==> src/rtl/ser_result_port.sv <==
module ser_result_port #(
  parameter int WORD_W     = 20,
  parameter int RELOAD_CYC = 4
) (
  input  logic              clk,
  input  logic              rst_n,
  input  logic              mode_self,
  input  logic              cs_n,
  input  logic              load_stb,
  input  logic [WORD_W-1:0] load_word,
  input  logic              sclk_in,
  output logic              rdy_n,
  output logic              sdata_o,
  output logic              sdata_oe,
  output logic              sclk_o,
  output logic              sclk_oe
);
  localparam int CNT_W  = $clog2(WORD_W + 1);
  localparam int HOLD_W = $clog2(RELOAD_CYC + 1);

  logic              cs_q, pend, valid, active, stop;
  logic [2:0]        sck_s;
  logic [1:0]        phase;
  logic [HOLD_W-1:0] hold;
  logic [CNT_W-1:0]  left;
  logic [WORD_W-1:0] shadow, sh;

  wire cs_fall  = cs_q & ~cs_n;
  wire ext_fall = sck_s[2] & ~sck_s[1];
  wire fall_ev  = active & (mode_self ? (phase == 2'd1) : ext_fall);
  wire start    = cs_fall & (hold == '0) & valid & ~active & ~pend;
  wire last_bit = (left == CNT_W'(1)) | stop | cs_n;

  always_ff @(posedge clk) begin
    if (!rst_n) begin
      cs_q   <= 1'b1;
      sck_s  <= '0;
      hold   <= '0;
      shadow <= '0;
      sh     <= '0;
      pend   <= 1'b0;
      valid  <= 1'b0;
      active <= 1'b0;
      stop   <= 1'b0;
      phase  <= '0;
      left   <= '0;
    end else begin
      cs_q  <= cs_n;
      sck_s <= {sck_s[1:0], sclk_in};

      if (load_stb)          hold <= HOLD_W'(RELOAD_CYC);
      else if (hold != '0)   hold <= hold - 1'b1;

      if (load_stb) begin
        shadow <= load_word;
        pend   <= 1'b1;
      end else if (pend && !active) begin
        sh    <= shadow;
        pend  <= 1'b0;
        valid <= 1'b1;
      end

      if (start) begin
        active <= 1'b1;
        stop   <= 1'b0;
        phase  <= '0;
        left   <= CNT_W'(WORD_W);
      end else if (active) begin
        phase <= phase + 1'b1;
        if (cs_n) stop <= 1'b1;
        if (fall_ev) begin
          if (last_bit) begin
            active <= 1'b0;
            valid  <= 1'b0;
          end else begin
            sh   <= {sh[WORD_W-2:0], 1'b0};
            left <= left - 1'b1;
          end
        end
      end
    end
  end

  assign rdy_n    = ~valid | (hold != '0);
  assign sdata_o  = sh[WORD_W-1];
  assign sdata_oe = active;
  assign sclk_oe  = active & mode_self;
  assign sclk_o   = active & mode_self & (phase == 2'd1);

  p_reload_pulse_r6: assert property (@(posedge clk) disable iff (!rst_n)
    load_stb |=> rdy_n);
  p_no_start_window_r7: assert property (@(posedge clk) disable iff (!rst_n)
    $rose(sdata_oe) |-> $past(hold == '0));
  p_duty_r3: assert property (@(posedge clk) disable iff (!rst_n)
    sclk_o |=> !sclk_o);
  p_sclk_en_r3: assert property (@(posedge clk) disable iff (!rst_n)
    sclk_o |-> (sclk_oe && sdata_oe));
  p_shift_hold_r10: assert property (@(posedge clk) disable iff (!rst_n)
    (active && !fall_ev) |=> $stable(sh));
  p_end_ready_r5: assert property (@(posedge clk) disable iff (!rst_n)
    $fell(sdata_oe) |-> rdy_n);
endmodule

==> config.mk <==
export PLATFORM = sky130hd
export DESIGN_NAME = ser_result_port
export DESIGN_NICKNAME = d
export VERILOG_FILES = /design/src/rtl/ser_result_port.sv
export SDC_FILE = /design/constraint.sdc
export NUM_CORES = 1
export LEC_CHECK = 0
export ABC_CLOCK_PERIOD_IN_PS = 3500
export BUFFER_PORTS_ARGS = -buffer_cell sky130_fd_sc_hd__buf_2
export CORE_UTILIZATION = 25
export CTS_CLUSTER_DIAMETER = 60
export DETAILED_ROUTE_END_ITERATION = 8
export GPL_ROUTABILITY_DRIVEN = 0
export HOLD_SLACK_MARGIN = 0.03
export PLACE_DENSITY = 0.39
export SYNTH_ARGS = -nofsm -noshare
export SYNTH_HDL_FRONTEND = slang
export SYNTH_SLANG_ARGS = --single-unit
export TNS_END_PERCENT = 10
==> constraint.sdc <==
create_clock -name clk -period 3.5 [get_ports clk]
set_input_delay 0.7 -clock clk [delete_from_list [all_inputs] [get_ports clk]]
set_output_delay 0.7 -clock clk [all_outputs]
set_load 0.01 [all_outputs]
After elaboration in Yosys (flattened, before gate mapping)

Index checks and enable logic that the tools add are counted.

Memory bits (writable): 0
Memories kept: 0
Bits in read-only memories: 0
Input bits: 26
Latch bits: 0
Word-level logic and storage cells: 76
Bits in registers: 58

Mux-type cells: 25
Shift-type cells: 0
Div/mod/pow operators: 0
$add $sub $neg: 3
Bitwise operators: 19
Magnitude comparators: 0
$mul: 0
Equal/unequal tests: 3
Reductions and logical operators: 13

Operator list:

| operator            | count |
|---|---|
| $mux 20             | 6 |
| $mux 5              | 4 |
| $mux 1              | 13 |
| $and 1x1->1         | 9 |
| $reduce_bool 2->1   | 4 |
| $not 1->1           | 7 |
| $mux 3              | 2 |
| $reduce_and 3->1    | 2 |
| $eq 5x1->1 const B  | 1 |
| $sub 5x1->5 const B | 1 |
| $reduce_or 2->1     | 2 |
| $logic_not 3->1     | 1 |
| $or 1x1->1          | 3 |
| $reduce_bool 3->1   | 1 |
| $sub 3x1->3 const B | 1 |
| $add 2x1->2 const B | 1 |
| $eq 2x1->1 const B  | 1 |
| $ne 2x2->1 const B  | 1 |
| $reduce_and 2->1    | 1 |
| $logic_and 1x1->1   | 1 |
| $logic_not 1->1     | 1 |

Logic depth before layout (Yosys ltp)

Gate-level depths: netlist (run 1).

Depth in word-level cells: 8
Gate-level depth with buffers: 8
Gate-level depth less buffers: 7

Least setup slack after synthesis (run 1)

Ideal clock, no wire load.

Path kind: input to register
Start: input load_stb
End: register sh[13]
Stages on the path: 5
Arrival: 1.668 ns
Path slack: 1.698 ns
Path buffers: 2
Required time: 3.367 ns
Cell sequence: buf_2 -> nor3b_2 -> buf_2 -> mux2i_1 -> a211oi_2

Cells in the longest elaborated chain, start to end: 5

Ends and longest elaborated chain:

| item                   | line | RTL |
|---|---|---|
| start: declaration     | 9    | `input logic load_stb,` |
| $mux 20 *              | 54   | `if (load_stb) begin` |
| $mux 20                | 72   | `if (last_bit) begin` |
| $mux 20                | 71   | `if (fall_ev) begin` |
| $mux 20                | 68   | `end else if (active) begin` |
| $mux 20 *              | 63   | `if (start) begin` |
| end signal: assignment | 58   | `sh <= shadow;` |
| end signal: assignment | 76   | `sh <= {sh[WORD_W-2:0], 1'b0};` |
| end: declaration       | 26   | `logic [WORD_W-1:0] shadow, sh;` |

Every way passes the cells marked *; elsewhere a longest branch is shown, timed or not.
A chain may end at the register's enable or synchronous reset.

Worst setup path after layout (run 1)

Start: register hold[0]
End: output rdy_n

Cells in the longest elaborated chain, start to end: 2

Ends and longest elaborated chain:

| item                     | line | RTL |
|---|---|---|
| start: declaration       | 24   | `logic [HOLD_W-1:0] hold;` |
| start signal: assignment | 51   | `if (load_stb) hold <= HOLD_W'(RELOAD_CYC);` |
| start signal: assignment | 52   | `else if (hold != '0) hold <= hold - 1'b1;` |
| $reduce_bool 3->1        | 84   | `assign rdy_n = ~valid \| (hold != '0);` |
| $or 1x1->1               | 84   |  |
| end: declaration         | 12   | `output logic rdy_n,` |

No other way between the ends.

==> flow_summary.toml, run 1 <==
[status]
outcome = "completed"

[route]
wl_mm = 5.356
ant_nets = 0
drc_errors = 0
vias = 1826
first_pass_iters = 4
wire_per_inst_um = 13.00
first_iter_violations = 46
avgViaCountPerCell = 4.432

[power]
finalPower_uw = 1448
p_int_uw = 1117
power.leakage_uw = 0.001142
max-vdd-ir-drop_uv = 194.6
power_frac_seq = 0.484
swShare = 0.2285
clkPwrFrac = 0.440
combPwrFrac = 0.075
p_switching_uw = 330.8
p_per_area_nw_per_um2 = 493.8

[worst_setup_path]
end_kind = "output pin"
cp_common_cell = "ha_1"
reg2reg_slack_ps = 1530
crit_chain = "inv_1 -> ha_1 -> ha_1 -> nand2_1 -> buf_2"
cp-startpoint = "hold[0]$_SDFFE_PP0P_"
path_class = "reg -> out"
cp.required_ps = 2800
critical_path.top_delay_family = "adder cells"
max_stage_delay_ps = 340
start_kind = "flip-flop"
cp_slowest_cell = "dfxtp_1"
arrival_ps = 1460
crit_fanout = 6
crit_buf_inv = 2
reg2reg_from = "sdata_oe$_SDFF_PN0_"

[place]
place_hpwl_mm = 3.253
place.port_buffers = 30
place_area_um2 = 2728

[layout]
design_area_um2 = 2932
n_antenna_cell = 0
drive_gt1_frac = 0.1935
fin_util = 0.2999
nets = 307
area_growth_pct = 16.63

[timing]
setup_tns_ps = 0
clock_skew_ps = 7.158
worst_pin_slew_ps = 848.9
grt_setup_unrepaired = "false"
finalCriticalPeriod_ps = 2155
max_freq_ghz = 0.4639
maxSlewHeadroom = 0.4332
drv_slew = 0
setup_viol_count_final = 0
finalCritPeriodShare = 0.6159
hold_violations = 0

[cts]
hold_buffers = 0
cts_made_buffers = 9
cts-root-buf = "clkbuf_8"
path_clk_slew_ps = 60
clkLatencyLatePin_ps = 330
cts.sinks = 58
clockBufferDepth = 2
postCtsResizedCells = 0
cts_setup_buffers = 0
htree_levels = 3
cts_tree = "done"

[global_route]
grt_max_degree = 46
grt_overflow = 0
first_global_vias = 1750
gr-usage-all-layers = 0.1150
grt_antenna_before_repair = 0
grt_pass1_wl_mm = 8.894

[synthesis]
synth_nets = 282
syn_avg_cell_area_um2 = 10.05
ys_types = 38
ys_ff_latch = 58
seq_area_frac_synth = 0.4619
synth_warnings = 0
syn_inst = 250
syn_area_um2 = 2514

[floorplan]
fp.coreArea_um2 = 9774
initial_core_util = 0.2572
io_pins = 31
rows = 36
dieHeight_um = 102.3
die_w_um = 102.3
dieArea_um2 = 10460

[hold_path]
hold_start = "sck_s[0]$_SDFF_PN0_"
min_path_type = "reg -> reg"

[job]
max_cap_viol_count = 0
-- per-layer routing --
metal  vias up  part of all wire  track usage
met2        32              0.43       0.1662
met4         0             0.014      0.04286
met5         -                 0            0
met1       850              0.51       0.1511
met3         8             0.049      0.04925
li1        936                 -            -
-- sequential cells by signal (all words and copies together), names as in the netlist, 2 cells and up --
| register | cells |
|---|---|
| left | 5 |
| hold | 3 |
| phase | 2 |
| sck_s | 3 |
| shadow | 20 |
| sh | 20 |
-- Yosys cell counts (all sizes together) --
library cell,instances,area share
o31ai,1,0.0030
dfxtp,58,0.46
or3,1,0.0025
a211oi,22,0.068
a311oi,4,0.016
clkbuf,6,0.0090
nand2,5,0.017
nor3b,1,0.0050
a22oi,1,0.0030
nand2b,1,0.0025
nor3,19,0.038
nand3,2,0.0040
nor4bb,1,0.0040
or4b,1,0.0055
nor4b,1,0.0035
or4,1,0.0030
a21oi,9,0.018
xor2,1,0.0035
and2,7,0.018
o21ai,3,0.0060
nor2,31,0.046
nor2b,1,0.0025
mux2i,41,0.16
and3,1,0.0025
or2,1,0.0025
inv,10,0.015
xnor2,1,0.0035
buf,12,0.040
ha,6,0.030
a21boi,1,0.0030
-- cell families after synthesis --
kind of cell	synth area share
buffers and inverters	0.06421
flip-flops	0.4619
XOR/XNOR	0.006970
AND/OR/NAND/NOR	0.1568
AO/OA/AOI/OAI	0.1170
multiplexers	0.1633
adder cells (fa/ha/maj)	0.02986
-- per-stage QoR --
step	setup WS, ps	hold slack [ps]	std cells
floorplan	1698	411.8	250
global placement	1293	435.2	397
detailed placement	1281	421.6	397
CTS	1303	436.3	412
global route	1199	464.2	412
finish	1345	441.1	412
-- worst paths after layout --
path,end,cells after the start
max,rdy_n,5
min,sck_s[1]$_SDFF_PN0_,1
max reg2reg,sh[16]$_SDFF_PN0_,4
min reg2reg,sck_s[1]$_SDFF_PN0_,1
-- cells in the final DEF, fill, tap and decap left out, types with 2 or more instances in the layout --
| cell type | n |
|---|---|
| a211oi_1 | 21 |
| a21oi_1 | 9 |
| a311oi_1 | 3 |
| and2_1 | 6 |
| buf_2 | 30 |
| buf_4 | 2 |
| clkbuf_8 | 12 |
| dfxtp_1 | 58 |
| ha_1 | 6 |
| inv_1 | 9 |
| mux2i_1 | 41 |
| nand2_1 | 3 |
| nand3_1 | 2 |
| nor2_1 | 31 |
| nor3_1 | 19 |
| o21ai_0 | 3 |
-- area by class of cell --
class	count	area (um2)
clock buffer	13	168.9
clock inverter	2	35.03
fill	1051	6843
inverter	10	37.54
multi-input combinational	164	1197
sequential	58	1161
tap	133	166.4
timing repair buffer	32	165.2
-- power groups by stage --
| stage | logic (uW) | registers, uW | clock network, uW |
|---|---|---|---|
| final | 109 | 701 | 638 |
| after global placement | 110 | 716 | 0 |
| after detailed placement | 112 | 716 | 0 |
| after global routing | 125 | 704 | 691 |
| after CTS | 112 | 701 | 668 |
| after floorplan | 83.8 | 710 | 0 |
Note: power is estimated with default switching activity, not from simulation.
==> inputs of run 2 (changes only) <==
--- a/config.mk
+++ b/config.mk
@@ -5,7 +5,8 @@
 export SDC_FILE = /design/constraint.sdc
 export NUM_CORES = 1
 export LEC_CHECK = 0
-export ABC_CLOCK_PERIOD_IN_PS = 3500
+export ABC_AREA = 1
+export ABC_CLOCK_PERIOD_IN_PS = 2250
 export BUFFER_PORTS_ARGS = -buffer_cell sky130_fd_sc_hd__buf_2
 export CORE_UTILIZATION = 25
 export CTS_CLUSTER_DIAMETER = 60
==> constraint.sdc (replaced) <==
create_clock -name clk -period 2.25 [get_ports clk]
set_input_delay 0.45 -clock clk [delete_from_list [all_inputs] [get_ports clk]]
set_output_delay 0.45 -clock clk [all_outputs]
set_load 0.01 [all_outputs]
==> run 2 against run 1 <==
Compared with the run above:
- die area rose by 2.5%
- sequential cell count did not move
- cell count up 22%
- sequential power rose by 55%
- largest power group unchanged
- first-iteration DRC count grew 20%
- hold slack worse by 140 ps
- synthesized cell count is 35% higher
- power rose by 61%
- area after synthesis increased by 2.6%
- largest cell class is now registers
==> flow_summary.toml, run 2 <==
[power]
max-vdd-ir-drop_uv = 189.7
clkPwrFrac = 0.461
combPwrFrac = 0.072
power_frac_seq = 0.467
swShare = 0.2348
power.leakage_uw = 0.001324
p_per_area_nw_per_um2 = 772.9
p_switching_uw = 547.8
p_int_uw = 1785

[route]
vias = 2110
wire_per_inst_um = 10.98
ant_nets = 0
avgViaCountPerCell = 4.195
first_pass_iters = 4
drc_errors = 0
wl_mm = 5.521
first_iter_violations = 55

[layout]
design_area_um2 = 3018
fillers = 1103
drive_gt1_frac = 0.1919
nets = 397
reg_top3 = "sh (20), shadow (20), left (5)"
n_antenna_cell = 0
area_growth_pct = 17.03
fin_util = 0.3059
mostFrequentLayoutCells = "nand2_1 (58), dfxtp_1 (58), o21ai_0 (45)"

[floorplan]
rows = 36
initial_core_util = 0.2614
dieArea_um2 = 10720
die_w_um = 103.6
dieHeight_um = 103.6
io_pins = 31
fp.coreArea_um2 = 9864

[timing]
worst_pin_slew_ps = 503.9
maxSlewHeadroom = 0.6637
grt_setup_unrepaired = "false"
setup_viol_count_final = 0
whs_ps = 303.5
finalCriticalPeriod_ps = 1847
drv_slew = 0
setup_tns_ps = 0
max_freq_ghz = 0.5415
hold_violations = 0
clock_skew_ps = 9.549
finalCritPeriodShare = 0.8208

[synthesis]
postSynth.asyncResetShare = 0
synth_area_leader_cell = "dfxtp_1"
synth_edf_count = 0
syn_avg_cell_area_um2 = 7.629
ys_ff_latch = 58
syn_inst = 338
synth_nets = 370
synth-main-ff-cell = "dfxtp_1"
synth_common_cells = "dfxtp_1 (58), nand2_1 (58), o21ai_0 (45), nor2_1 (41), inv_1 (35)"
syn_area_um2 = 2579
ys_top_cells_by_area = "dfxtp_1 (45%), o21ai_0 (8.7%), nand2_1 (8.4%), a21oi_1 (6.4%), nor2_1 (6.0%)"
ys_types = 35
synth_top_area_frac = 0.4503
synth_warnings = 0
seq_area_frac_synth = 0.4503

[global_route]
grt_antenna_before_repair = 0
grt_pass1_wl_mm = 9.618
grt_max_degree = 34
gr-usage-all-layers = 0.1142
first_global_vias = 2025
grt_overflow = 0

[cts]
cts_tree = "done"
htree_levels = 3
cts.sinks = 58
clockBufferDepth = 2
hold_buffers = 0
cts-root-buf = "clkbuf_8"
path_clk_slew_ps = 60
cts_setup_buffers = 0
postCtsResizedCells = 0
clkLatencyLatePin_ps = 340
cts_made_buffers = 9

[status]
outcome = "completed"

[worst_setup_path]
path_class = "reg -> out"
cp.required_ps = 1800
end_kind = "output pin"
arrival_ps = 1400
crit_fanout = 4
start_kind = "flip-flop"

[job]
max_cap_viol_count = 0

[place]
place.port_buffers = 30
place_area_um2 = 2799
place_hpwl_mm = 3.666

[hold_path]
min_path_type = "in -> reg"
==> run 2: cell types whose count changed after synthesis, sizes merged, moves of 6 or more <==
cell,before,now
nand2,5,69
o21ai,3,51
mux2i,41,0
inv,10,40
a21oi,9,35
a211oi,22,2
nor3,19,1
nor2,31,44
and2,7,1
==> run 2: kinds of logic (layout without fill, tap and decap cells) <==
| logic type | after synthesis | in the layout | share of synthesized area |
|---|---|---|---|
| AO/OA/AOI/OAI | 88 | 88 | 0.1786 |
| XOR/XNOR | 3 | 3 | 0.01019 |
| adder cells (fa/ha/maj) | 6 | 6 | 0.02911 |
| buffers and inverters | 58 | 90 | 0.1087 |
| flip-flops | 58 | 58 | 0.4503 |
| AND/OR/NAND/NOR | 125 | 125 | 0.2232 |
==> run 2: worst max-delay path, cell delays in order, from the launching register on <==
cell,delay (ps)
dfxtp_1,330
inv_1,60
ha_1,210
ha_1,230
nand2_1,110
buf_2,140
==> run 2: power groups by stage <==
stage / Sequential, uW / Clock (uW) / Combinational (uW)
after floorplan: 1110 / 0 / 121
after global placement: 1110 / 0 / 171
after detailed placement: 1110 / 0 / 172
after CTS: 1090 / 1130 / 173
after global routing: 1100 / 1170 / 197
final: 1090 / 1070 / 168
==> run 2: path summary, 6_finish.rpt <==
path | start | to | slack [ps] | depth (start not counted)
hold reg to reg | sck_s[0]$_SDFF_PN0_ | sck_s[1]$_SDFF_PN0_ | 410 | 2
setup reg to reg | hold[0]$_SDFFE_PP0P_ | left[0]$_SDFFE_PP0P_ | 610 | 8
setup / recovery | hold[0]$_SDFFE_PP0P_ | rdy_n | 400 | 5
hold / removal | sclk_in | sck_s[0]$_SDFF_PN0_ | 300 | 3
==> run 2: per-stage QoR <==
step	instances	setup WS (ps)	power, uW
floorplan	338	832.6	1230
global placement	487	500.8	1285
detailed placement	487	497.6	1286
CTS	503	369.2	2392
global route	503	265.8	2459
finish	503	403.2	2333
==> run 2: final cells by class <==
cell class	count	area, um2	share of cell area
Sequential cell	58	1161	0.3847
Multi-Input combinational cell	222	1137	0.3769
Timing Repair Buffer	33	172.7	0.05721
Tap cell	133	166.4	0.05514
Inverter	41	161.4	0.05348
Clock buffer	11	141.4	0.04685
Clock inverter	5	77.57	0.02570
==> run 2: per-layer routing <==
| layer | track usage | vias up | share of wire |
|---|---|---|---|
| li1 | - | 1128 | - |
| met1 | 0.1447 | 941 | 0.51 |
| met2 | 0.1745 | 31 | 0.44 |
| met3 | 0.03587 | 10 | 0.036 |
| met4 | 0.05590 | 0 | 0.018 |
| met5 | 0 | - | 0 |
==> inputs of run 3 (changes only) <==
--- a/config.mk
+++ b/config.mk
@@ -5,15 +5,15 @@
 export SDC_FILE = /design/constraint.sdc
 export NUM_CORES = 1
 export LEC_CHECK = 0
-export ABC_AREA = 1
-export ABC_CLOCK_PERIOD_IN_PS = 2250
+export ABC_AREA = 0
+export ABC_CLOCK_PERIOD_IN_PS = 1600
 export BUFFER_PORTS_ARGS = -buffer_cell sky130_fd_sc_hd__buf_2
 export CORE_UTILIZATION = 25
 export CTS_CLUSTER_DIAMETER = 60
 export DETAILED_ROUTE_END_ITERATION = 8
 export GPL_ROUTABILITY_DRIVEN = 0
 export HOLD_SLACK_MARGIN = 0.03
-export PLACE_DENSITY = 0.39
+export PLACE_DENSITY = 0.4
 export SYNTH_ARGS = -nofsm -noshare
 export SYNTH_HDL_FRONTEND = slang
 export SYNTH_SLANG_ARGS = --single-unit
==> constraint.sdc (replaced) <==
create_clock -name clk -period 1.6 [get_ports clk]
set_input_delay 0.32 -clock clk [delete_from_list [all_inputs] [get_ports clk]]
set_output_delay 0.32 -clock clk [all_outputs]
set_load 0.01 [all_outputs]
==> run 3 against run 2 <==
Compared with the run above:
- first-iteration DRC count down 7.3%
- core utilization grew 3.0 points
- final area rose by 8.9%
- the flow now finishes with violations (setup timing)
- register-to-register slack worse by 680 ps
- highest routed layer unchanged
- power rose by 34%
- clock skew is essentially flat
- sequential cell count did not move
- via count decreased by 7.6%
- clock power increased by 20%
- global-route usage up 0.53 points
- combinational power rose by 89%
==> flow_summary.toml, run 3 (synthesized netlist as in run 1, its figures left out) <==
[timing]
max_freq_ghz = 0.5998
finalCritPeriodShare = 1.042
maxSlewHeadroom = 0.7536
grt_setup_unrepaired = "true"
setup_tns_ps = -655.8
worst_pin_slew_ps = 364.5
fin_ws_ps = -67.24
whs_ps = 187.5
drv_slew = 0
hold_violations = 0
finalCriticalPeriod_ps = 1667
clock_skew_ps = 9.698
setup_viol_count_final = 15

[worst_setup_path]
cp-endpoint = "sdata_oe$_SDFF_PN0_"
end_kind = "flip-flop"
reg2reg_from = "left[1]$_SDFFE_PP0P_"
worst_r2r_path_depth = 6
cp.required_ps = 1820
r2r-end = "sdata_oe$_SDFF_PN0_"
arrival_ps = 1890
cp-startpoint = "left[1]$_SDFFE_PP0P_"
start_kind = "flip-flop"
crit_fanout = 6
path_class = "reg -> reg"
reg2reg_slack_ps = -70

[place]
place.port_buffers = 30
post-place-ws_ps = -80.45
place_hpwl_mm = 3.602
place_area_um2 = 2873

[route]
drc_errors = 0
first_iter_violations = 51
ant_nets = 0
wire_per_inst_um = 13.68
wl_met3_um = 252
top_layer_used = "met4"
wl_mm = 5.950
met1Wirelength_mm = 2.942
avgViaCountPerCell = 4.480
vias = 1949
first_pass_iters = 4
met2WireLength_mm = 2.661

[floorplan]
die_w_um = 102.3
initial_core_util = 0.2572
dieHeight_um = 102.3
fp.coreArea_um2 = 9774
rows = 36
io_pins = 31
dieArea_um2 = 10460

[cts]
cts-root-buf = "clkbuf_8"
cts_made_buffers = 9
path_clk_slew_ps = 70
hold_buffers = 0
cts_tree = "done"
htree_levels = 3
clockBufferDepth = 2
clkLatencyLatePin_ps = 340
cts.sinks = 58

[global_route]
grt_overflow = 0
grt_max_degree = 32
grt_pass1_wl_mm = 9.294
first_global_vias = 1837
gr-usage-all-layers = 0.1194
grt_antenna_before_repair = 0

[hold_path]
min_path_type = "in -> reg"

[layout]
n_antenna_cell = 0
reg_top3 = "sh (20), shadow (20), left (5)"
area_growth_pct = 30.71
mostFrequentLayoutCells = "dfxtp_1 (53), mux2i_1 (41), nor2_1 (29), buf_2 (29), nor3_1 (19)"
drive_gt1_frac = 0.3311
mostFrequentLayoutCell = "dfxtp_1"
design_area_um2 = 3286
nets = 330

[power]
p_per_area_nw_per_um2 = 954.2
max-vdd-ir-drop_uv = 412.5
finalPower_uw = 3135
power.leakage_uw = 0.001291

[job]
max_cap_viol_count = 0

[status]
outcome = "complete, but fails checks"
violations = "setup timing"
-- run 3: cell types whose count changed in the layout (fill, tap and decap cells not counted), moves of 12 or more --
cell      change
o21ai_0      -43
nor3_1       +18
nand2_1      -56
a211oi_1     +14
nor2_1       -12
buf_4        +12
inv_1        -27
a21oi_1      -25
mux2i_1      +41
-- run 3: final cells by class --
class | instances | area, um2
Sequential cell | 58 | 1167
Fill cell | 1019 | 6489
Timing Repair Buffer | 49 | 331.6
Inverter | 10 | 37.54
Tap cell | 133 | 166.4
Clock buffer | 13 | 178.9
Clock inverter | 2 | 10.01
Multi-Input combinational cell | 170 | 1394
-- run 3: through the flow --
stage               cells  utilization
floorplan             250            -
global placement      413       0.2939
detailed placement    413       0.2939
CTS                   430       0.3203
global route          435       0.3362
finish                435       0.3362
-- run 3: worst min-delay path by stage --
stage / cells after the start / from / slack [ps] / to
after global routing: 2 / sclk_in / 190 / sck_s[0]$_SDFF_PN0_
after detailed placement: 1 / sck_s[0]$_SDFF_PN0_ / 420 / sck_s[1]$_SDFF_PN0_
final: 2 / sclk_in / 190 / sck_s[0]$_SDFF_PN0_
after CTS: 2 / sclk_in / 170 / sck_s[0]$_SDFF_PN0_
after global placement: 1 / sck_s[0]$_SDFF_PN0_ / 430 / sck_s[1]$_SDFF_PN0_
after floorplan: 1 / rst_n / 390 / cs_q$_SDFF_PN1_
-- run 3: critical path: stages, from the launching register on --
cell	delay, ps
dfxtp_2	330
inv_2	70
ha_4	120
or4b_4	570
and2_4	260
o21ai_2	130
a21oi_1	60
-- run 3: per-layer routing --
layer	global-route usage	up-vias
li1	-	996
met1	0.1567	909
met2	0.1760	34
met3	0.04172	10
met4	0.05275	0
met5	0	-
-- run 3: what timing repair did --
item / CTS / global route
cloned: 1 / 5
buffers inserted: 1 / 0
setup endpoints to repair: 22 / 27
gates resized for setup: 12 / 23
pin swaps: 1 / 13
-- run 3: where the power goes --
part	switching [uW]	leakage [uW]	internal (uW)	total, uW
Combinational	164	0.000714	152	317
Sequential	33.6	0.000476	1500	1530
Clock	567	0.000101	717	1280
